**config.mk**
```make
export PLATFORM = sky130hd
export DESIGN_NAME = qdec_poscnt
export DESIGN_NICKNAME = d
export VERILOG_FILES = /design/src/rtl/qdec_pkg.sv /design/src/rtl/qdec_sampler.sv /design/src/rtl/qdec_phase.sv /design/src/rtl/qdec_modcnt.sv /design/src/rtl/qdec_updown.sv /design/src/rtl/qdec_poscnt.sv
export SDC_FILE = /design/constraint.sdc
export NUM_CORES = 1
export LEC_CHECK = 0
export ABC_AREA = 0
export CORE_MARGIN = 2
export CORE_UTILIZATION = 53
export DETAILED_ROUTE_END_ITERATION = 7
export PLACE_DENSITY = 0.83
export SYNTH_ARGS = -nofsm -noshare
export SYNTH_HDL_FRONTEND = slang
export SYNTH_SLANG_ARGS = --single-unit
```
**constraint.sdc**
```tcl
create_clock -name clk -period 6.7 [get_ports clk]
set_input_delay 1.34 -clock clk [delete_from_list [all_inputs] [get_ports clk]]
set_output_delay 1.34 -clock clk [all_outputs]
set_load 0.1 [all_outputs]
```
**src/rtl/qdec_pkg.sv**
```systemverilog
package qdec_pkg;

  // One decoded count request: cnt says a count happens, up gives its direction.
  typedef struct packed {
    logic cnt;
    logic up;
  } qstep_t;

  // Edge detector with selectable polarity on a sampled pair.
  function automatic logic edge_sel(input logic cur, input logic prev, input logic neg);
    return neg ? (prev & ~cur) : (cur & ~prev);
  endfunction

endpackage

```
**src/rtl/qdec_sampler.sv**
```systemverilog
module qdec_sampler #(
  parameter int N = 4
) (
  input  logic         clk,
  input  logic         rst,
  input  logic [N-1:0] din,
  output logic [N-1:0] cur,
  output logic [N-1:0] prev
);

  for (genvar i = 0; i < N; i++) begin : g_bit
    always_ff @(posedge clk) begin
      if (rst) begin
        cur[i]  <= 1'b0;
        prev[i] <= 1'b0;
      end else begin
        cur[i]  <= din[i];
        prev[i] <= cur[i];
      end
    end
  end

endmodule

```
**src/rtl/qdec_phase.sv**
```systemverilog
module qdec_phase
  import qdec_pkg::*;
(
  input  logic   a_cur,
  input  logic   b_cur,
  input  logic   a_prev,
  input  logic   b_prev,
  input  logic   single_ph,
  input  logic   reverse,
  output qstep_t step,
  output logic   both_chg
);

  logic chg_a, chg_b;
  logic raw_cnt, raw_up;

  always_comb begin
    chg_a    = a_cur ^ a_prev;
    chg_b    = b_cur ^ b_prev;
    both_chg = chg_a & chg_b;
    if (single_ph) begin
      raw_cnt = a_cur & ~a_prev;
      raw_up  = ~b_cur;
    end else begin
      raw_cnt = chg_a ^ chg_b;
      raw_up  = a_cur ^ b_prev;
    end
    step.cnt = raw_cnt;
    step.up  = raw_up ^ reverse;
  end

endmodule

```
**src/rtl/qdec_modcnt.sv**
```systemverilog
module qdec_modcnt
  import qdec_pkg::*;
#(
  parameter int W = 32
) (
  input  logic         clk,
  input  logic         rst,
  input  qstep_t       step,
  input  logic         run,
  input  logic         init_req,
  input  logic         reverse,
  input  logic         one_shot,
  input  logic [W-1:0] init_val,
  input  logic [W-1:0] mod_val,
  output logic [W-1:0] pos,
  output logic         ov_nx,
  output logic         un_nx
);

  logic halted;
  logic at_top, at_bot, go;

  always_comb begin
    at_top = (pos == mod_val);
    at_bot = (pos == init_val);
    go     = step.cnt & run & ~(halted & one_shot);
    ov_nx  = ~init_req & go &  step.up & at_top;
    un_nx  = ~init_req & go & ~step.up & at_bot;
  end

  always_ff @(posedge clk) begin
    if (rst) begin
      pos    <= '0;
      halted <= 1'b0;
    end else if (init_req) begin
      pos    <= reverse ? mod_val : init_val;
      halted <= 1'b0;
    end else if (go) begin
      if (step.up) pos <= at_top ? init_val : pos + 1'b1;
      else         pos <= at_bot ? mod_val  : pos - 1'b1;
      if (ov_nx || un_nx) halted <= one_shot;
    end
  end

endmodule

```
**src/rtl/qdec_updown.sv**
```systemverilog
module qdec_updown #(
  parameter int W = 16
) (
  input  logic         clk,
  input  logic         rst,
  input  logic         clr_i,
  input  logic         inc_i,
  input  logic         dec_i,
  output logic [W-1:0] cnt_o
);

  always_ff @(posedge clk) begin
    if (rst || clr_i)          cnt_o <= '0;
    else if (inc_i && !dec_i)  cnt_o <= cnt_o + 1'b1;
    else if (dec_i && !inc_i)  cnt_o <= cnt_o - 1'b1;
  end

endmodule

```
**src/rtl/qdec_poscnt.sv**
```systemverilog
module qdec_poscnt
  import qdec_pkg::*;
#(
  parameter int POS_W  = 32,
  parameter int REV_W  = 16,
  parameter int DIFF_W = 16
) (
  input  logic              clk,
  input  logic              rst,
  input  logic              pha_i,
  input  logic              phb_i,
  input  logic              idx_i,
  input  logic              home_i,
  input  logic              swinit_i,
  input  logic              cnt_mode_i,
  input  logic              idx_neg_i,
  input  logic              home_neg_i,
  input  logic              idx_init_en_i,
  input  logic              home_init_en_i,
  input  logic              reverse_i,
  input  logic              single_ph_i,
  input  logic              one_shot_i,
  input  logic              rev_on_wrap_i,
  input  logic [POS_W-1:0]  init_val_i,
  input  logic [POS_W-1:0]  mod_val_i,
  output logic [POS_W-1:0]  pos_o,
  output logic [REV_W-1:0]  rev_o,
  output logic [DIFF_W-1:0] diff_o,
  output logic              dir_o,
  output logic              ev_rollover_o,
  output logic              ev_rollunder_o,
  output logic              ev_index_o,
  output logic              ev_home_o,
  output logic              ev_dirchg_o,
  output logic              ev_both_o
);

  localparam int NS = 4;
  localparam int SA = 0;
  localparam int SB = 1;
  localparam int SI = 2;
  localparam int SH = 3;

  logic [NS-1:0] s_cur, s_prev;
  logic          sw_q;
  qstep_t        step;
  logic          both_chg;
  logic          idx_edge, home_edge, home_chg, en_ok, run, cnt_go, init_req;
  logic          ov_nx, un_nx;
  logic          rev_inc, rev_dec, rev_clr;
  logic          dir_q;

  qdec_sampler #(.N(NS)) u_samp (
    .clk  (clk),
    .rst  (rst),
    .din  ({home_i, idx_i, phb_i, pha_i}),
    .cur  (s_cur),
    .prev (s_prev)
  );

  always_ff @(posedge clk) begin
    if (rst) sw_q <= 1'b0;
    else     sw_q <= swinit_i;
  end

  qdec_phase u_phase (
    .a_cur     (s_cur[SA]),
    .b_cur     (s_cur[SB]),
    .a_prev    (s_prev[SA]),
    .b_prev    (s_prev[SB]),
    .single_ph (single_ph_i),
    .reverse   (reverse_i),
    .step      (step),
    .both_chg  (both_chg)
  );

  always_comb begin
    idx_edge  = edge_sel(s_cur[SI], s_prev[SI], idx_neg_i);
    home_edge = edge_sel(s_cur[SH], s_prev[SH], home_neg_i);
    home_chg  = s_cur[SH] ^ s_prev[SH];
    en_ok     = s_cur[SH] ^ home_neg_i;
    run       = ~cnt_mode_i | en_ok;
    cnt_go    = step.cnt & run;
    init_req  = sw_q | (cnt_mode_i ? idx_edge
                                   : ((idx_edge & idx_init_en_i) | (home_edge & home_init_en_i)));
    rev_clr   = cnt_mode_i & idx_edge;
    rev_inc   = rev_on_wrap_i ? ov_nx : (~cnt_mode_i & idx_edge &  dir_q);
    rev_dec   = rev_on_wrap_i ? un_nx : (~cnt_mode_i & idx_edge & ~dir_q);
  end

  qdec_modcnt #(.W(POS_W)) u_pos (
    .clk      (clk),
    .rst      (rst),
    .step     (step),
    .run      (run),
    .init_req (init_req),
    .reverse  (reverse_i),
    .one_shot (one_shot_i),
    .init_val (init_val_i),
    .mod_val  (mod_val_i),
    .pos      (pos_o),
    .ov_nx    (ov_nx),
    .un_nx    (un_nx)
  );

  qdec_updown #(.W(REV_W)) u_rev (
    .clk   (clk),
    .rst   (rst),
    .clr_i (rev_clr),
    .inc_i (rev_inc),
    .dec_i (rev_dec),
    .cnt_o (rev_o)
  );

  qdec_updown #(.W(DIFF_W)) u_diff (
    .clk   (clk),
    .rst   (rst),
    .clr_i (1'b0),
    .inc_i (cnt_go &  step.up),
    .dec_i (cnt_go & ~step.up),
    .cnt_o (diff_o)
  );

  always_ff @(posedge clk) begin
    if (rst) begin
      dir_q          <= 1'b1;
      ev_rollover_o  <= 1'b0;
      ev_rollunder_o <= 1'b0;
      ev_index_o     <= 1'b0;
      ev_home_o      <= 1'b0;
      ev_dirchg_o    <= 1'b0;
      ev_both_o      <= 1'b0;
    end else begin
      if (cnt_go) dir_q <= step.up;
      ev_rollover_o  <= ov_nx;
      ev_rollunder_o <= un_nx;
      ev_index_o     <= idx_edge;
      ev_home_o      <= cnt_mode_i ? home_chg : home_edge;
      ev_dirchg_o    <= cnt_go & (step.up != dir_q);
      ev_both_o      <= both_chg;
    end
  end

  assign dir_o = dir_q;

endmodule

```
# == Word level (Yosys, flattened, before mapping) ==
# Cells that the tools add are included.
# totals
in_bits,80
memories,0
register_bits,81
elab_cells,106
out_inout_bits,71
latchBits,0
romBits,0
ramBits,0
# op_classes
n_bitwise,44
n_addsub,6
n_mux,18
div,0
shifts,0
magnitude_cmp,0
mul,0
n_reduce_logical,15
n_eq_ne,3
# ops
op,n
$mux 32,6
$eq 32x32->1,2
$mux 16,4
$add 16x1->16 const B,2
$add 32x1->32 const B,1
$sub 16x1->16 const B,2
$sub 32x1->32 const B,1
$and 1x1->1,23
$not 1->1,11
$mux 1,8
$xor 1x1->1,7
$reduce_bool 2->1,3
$logic_and 1x1->1,4
$logic_not 1->1,4
$or 1x1->1,3
$logic_or 1x1->1,2
$reduce_and 2->1,1
$reduce_or 2->1,1
$ne 1x1->1,1

# == Depth between registers and ports, before layout ==
# logic_depth
ltp_word,16
depth_mapped,21
depth_no_buf,21

# == Cells and area by module ==
# From an unflattened synthesis, not the netlist that was laid out.
# unflattened
cells_unflattened,1049
hier_area_um2,8300.5
# by_module_without_submodules
module,instances,area_each_um2,seq_area_each_um2,cells_per_inst
qdec_modcnt,1,4800.9,660.6,619
qdec_updown,2,1410.1,320.3,179
qdec_poscnt,1,379.1,160.2,45
qdec_sampler,1,210.2,160.2,16
qdec_phase,1,90.1,0.0,11

# == Worst setup path after synthesis ==
# Ideal clock, no wire load.
# synth_path
path_type,input port to flip-flop
startpoint,input cnt_mode_i
endpoint,register u_rev.cnt_o[15]
stages,16
arrival_ps,5208
n_path_buf,1
t_required_ps,6628
setup_slack_ps,1420
setup_time_ps,72
cell_sequence,clkbuf_1 -> a221oi_2 -> nand2_1 -> nor3_2 -> nand3_1 -> mux2i_1 -> ha_1 -> inv_1 -> ha_1 -> a211oi_1 -> o211ai_1 -> a311oi_1 -> o21ai_1 -> a41o_1 -> or3_1 -> a21oi_1
# synth_between
elab_chain_cells,11
elab_cells_between_ends,25
cone_classes,mux (4); bitwise (15); reduce/logical (6)
# synth_rtl
item,line_no,text
from (decl),qdec_poscnt.sv:15,"input logic cnt_mode_i,"
$not 1->1,"qdec_poscnt.sv:82, qdec_poscnt.sv:87, qdec_poscnt.sv:88",
$or 1x1->1,qdec_poscnt.sv:82,run = ~cnt_mode_i | en_ok;
$and 1x1->1 (2 in series),qdec_modcnt.sv:26,go = step.cnt & run & ~(halted & one_shot);
$and 1x1->1,"qdec_modcnt.sv:27, qdec_modcnt.sv:28",
$and 1x1->1 (on tied branches) (2 in series),"qdec_modcnt.sv:28, qdec_modcnt.sv:27",
$mux 1 (on tied branches),"qdec_poscnt.sv:88, qdec_poscnt.sv:87",
$logic_not 1->1 (on tied branches),"qdec_updown.sv:14, qdec_updown.sv:15",
$logic_and 1x1->1 (on tied branches),"qdec_updown.sv:14, qdec_updown.sv:15",
$mux 16 or $reduce_bool 2->1 (tied branches),n/a,
to (signal assigned),qdec_updown.sv:14,else if (inc_i && !dec_i) cnt_o <= cnt_o + 1'b1;
to (signal assigned),qdec_updown.sv:15,else if (dec_i && !inc_i) cnt_o <= cnt_o - 1'b1;
to (decl),qdec_updown.sv:9,output logic [W-1:0] cnt_o
# Several ways; a longest one is shown, not always the timed one.
# A chain may end at the register's enable or synchronous reset.

# == Worst setup path after layout ==
# layout_path
startpoint,input init_val_i[7]
endpoint,register u_rev.cnt_o[15]
# layout_between
elab_chain_cells,6
elab_cells_between_ends,8
cone_classes,eq/ne (1); mux (2); bitwise (1); reduce/logical (4)
# layout_rtl
item,line_no,text
from (decl),qdec_poscnt.sv:24,"input logic [POS_W-1:0] init_val_i,"
$eq 32x32->1 *,qdec_modcnt.sv:25,at_bot = (pos == init_val);
$and 1x1->1 *,qdec_modcnt.sv:28,un_nx = ~init_req & go & ~step.up & at_bot;
$mux 1 *,qdec_poscnt.sv:88,rev_dec = rev_on_wrap_i ? un_nx : (~cnt_mode_i & idx_edge & ~dir_q);
$logic_not 1->1,qdec_updown.sv:14,
$logic_and 1x1->1,qdec_updown.sv:14,
$mux 16 or $reduce_bool 2->1 (tied branches),n/a,
# Mark *: on every way between the ends. The rest lies on a longest branch, timed or not.

==> results.yml <==
run_status:
  outcome: "finished, final reports clean"
die:
  fp.dieH_um: 123
  dieArea_mm2: 0.0152
  row_count: 43
  die_x_um: 123
  coreArea_mm2: 0.0139
  start_util_pct: 54.3
  io-pin-count: 151
clocking:
  post_cts_buffers: 0
  cts-root-buf: "clkbuf_16"
  clkLatencyLatePin_ps: 360
  cts_tree: "done"
  clkTransAtPathRegs_ps: 70
  cts_resized: 0
  postCtsHoldBufs: 0
  numCtsBuffers: 9
  cts.sinks: 81
  clockBufferDepth: 2
  htreeDepth: 3
power_and_ir_drop:
  p_leak_uw: 0.00352
  swShare_pct: 49.0
  power_density_mw_per_mm2: 273
  seqPwrFrac_pct: 25.7
  ir_drop_v: 0.000168
  p_switching_uw: 1250
  p_int_uw: 1300
  pwr-share-comb_pct: 56.0
  clockPowerShare_pct: 18.3
global_route:
  grt_usage_pct: 31.7
  antenna_found_initial: 0
  grt_max_degree: 67
  grt_pass1_vias: 7236
  grt_first_pass_wirelength_mm: 37.5
  grt.overflow.total: 0
timing:
  drv_slew: 0
  rsz0062_at_grt: "false"
  finalClockSkew_ps: 8.17
  worstMarginPinSlew_ps: 1040
  finalHoldViolCount: 0
  max_freq_ghz: 0.166
  relSlewSlack_pct: 30.8
  min_period_ps: 6010
  finalSetupViolCount: 0
  hold_slack_ps: 474
  finalSetupTns_ps: 0
  period_share_pct: 89.6
yosys:
  synthArstFlopShare_pct: 0
  synth_area_leaders: "dfxtp_1 22%, xnor2_1 13%, ha_1 6.0%"
  synth_top_cell_by_area: "dfxtp_1"
  netlist_area_mm2: 0.00754
  synth_cell_types: 64
  synth_nets: 1101
  yosys.area.top_type_share_pct: 21.5
  synth_flop_cell: "dfxtp_1"
  synth_seq_cells: 81
  syn_inst: 983
  synth_edf_count: 0
  synth.avg_cell_area_um2: 7.67
  seq_area_frac_synth_pct: 21.5
  synth_warnings: 0
final_layout:
  final_common_cell: "clkdlybuf4s50_1"
  mostFrequentLayoutCells: "148 x clkdlybuf4s50_1, 110 x xnor2_1, 94 x nor2_1"
  areaGrowthSynthToFinish_pct: 24.1
  multiInputGateArea_mm2: 0.00555
  drive_above_1_share_pct: 4.94
  seq_area_mm2: 0.00162
  n_antenna_cell: 0
  fill_cells: 1211
  fin_nets: 1208
detailed_routing:
  wl_mm: 24.0
  via_count: 7832
  drc: 0
  drt-pass1-iter-count: 6
  drtIter0Drc: 975
  routedWlPerCell_um: 18.8
  drtAntennaViolNets: 0
  avgViaCountPerCell: 6.15
setup_path:
  critical_path_required_ps: 6990
  end_kind: "flip-flop"
  path_class: "primary input to flip-flop"
  worst_setup_path_start_kind: "primary input"
  path_max_fanout: 16
  crit_arrival_ps: 6300
run:
  drv_cap: 0
placement:
  io_buffers: 150
  hpwl_mm: 17.6
  globalplace.congestion: 1.06
worst_hold_path:
  hold_class: "flip-flop to flip-flop"
-- routing by layer --
layer  GRT usage, %  part of all wire [%]  vias to the layer above
li1               -                     -                     3781
met1           43.8                    44                     3590
met2           48.4                    44                      402
met3           6.46                   9.0                       59
met4           12.4                   3.1                        0
met5              0                     0                        -
-- power by group through the flow --
stage	Sequential, uW	Clock [uW]	Combinational [uW]
final	655	466	1430
after global routing	667	492	1530
after CTS	653	469	1420
after detailed placement	663	0	1410
after global placement	661	0	1390
after floorplan	1010	0	731
-- registers in the layout, summed over array words and instances (netlist names) --
signal / count
ev_both_o: 1
ev_rollover_o: 1
u_pos.pos: 32
u_samp.cur: 4
dir_o: 1
ev_rollunder_o: 1
u_diff.cnt_o: 16
ev_dirchg_o: 1
u_pos.halted: 1
u_samp.prev: 4
ev_index_o: 1
u_rev.cnt_o: 16
sw_q: 1
ev_home_o: 1
-- worst max-delay path, stage by stage --
cell and delay [ps]:
clkdlybuf4s50_1 460, xnor2_1 380, nand4_1 260, nor4_2 490
nand2_1 150, nor2_1 260, a21oi_1 130, ha_1 270
inv_1 420, ha_1 340, a211oi_1 320, o211ai_1 180
a311oi_1 440, o21ai_1 150, a41o_1 240, or3_1 340
a21oi_1 120
-- logic make-up (layout without fill, tap and decap cells) --
kind of cell               count (synthesis)  count (layout)  share of synthesized area (%)
and+or+nand+nor                          352             352                           23.8
xor gates and xnor gates                 143             143                           16.6
buffers and inverters                     93             203                           5.06
AOI/OAI and AO/OA                        225             225                           19.6
muxes                                     51              51                           6.90
DFF                                       81              81                           21.5
adders and majority gates                 38              38                           6.51
-- layout make-up --
cell class                 instances  area share (%)
clock inverter                     5           0.374
inverter                          22           0.883
sequential                        81            17.3
timing repair buffer             167            17.3
tap                              180            2.41
clock buffer                       9            2.41
multi-input combinational        809            59.3
-- metrics by stage --
step | std cells | worst slack [ps] | instance area (um2) | power [uW] | utilization (%)
6_report | 1273 | 694 | 9360 | 2550 | 67.4
5_1_grt | 1273 | 371 | 9360 | 2690 | 67.4
4_1_cts | 1273 | 859 | 9360 | 2540 | 67.4
3_5_place_dp | 1259 | 510 | 9090 | 2070 | 65.5
3_3_place_gp | 1259 | 648 | 9090 | 2050 | 65.5
2_1_floorplan | 983 | 1420 | 7540 | 1740 | -
-- path summary, 6_finish.rpt --
path	start	to	slack, ps	cells past startpoint
hold reg to reg	u_diff.cnt_o[9]$_SDFFE_PP0P_	u_diff.cnt_o[9]$_SDFFE_PP0P_	470	2
hold / removal	u_diff.cnt_o[9]$_SDFFE_PP0P_	u_diff.cnt_o[9]$_SDFFE_PP0P_	470	2
setup reg to reg	u_pos.pos[7]$_SDFFE_PP0P_	u_rev.cnt_o[15]$_SDFFE_PP0P_	1520	16
setup / recovery	init_val_i[7]	u_rev.cnt_o[15]$_SDFFE_PP0P_	690	17
-- synth_stat cells, drive strengths merged, types with 6 or more instances --
| library cell | instances |
|---|---|
| nand4 | 29 |
| o211ai | 10 |
| nor3 | 34 |
| mux2i | 43 |
| o32ai | 7 |
| or4 | 6 |
| nor2b | 16 |
| or3 | 11 |
| a21oi | 69 |
| dfxtp | 81 |
| a31oi | 13 |
| clkbuf | 45 |
| nand2 | 84 |
| nand2b | 6 |
| a21o | 8 |
| a222oi | 6 |
| o21ai | 38 |
| and3 | 13 |
| xor2 | 32 |
| mux2 | 8 |
| a211oi | 33 |
| a311oi | 8 |
| xnor2 | 111 |
| nor2 | 94 |
| inv | 22 |
| buf | 26 |
| nor4 | 13 |
| nand3 | 28 |
| ha | 36 |
Note: power is estimated with default switching activity, not from simulation.
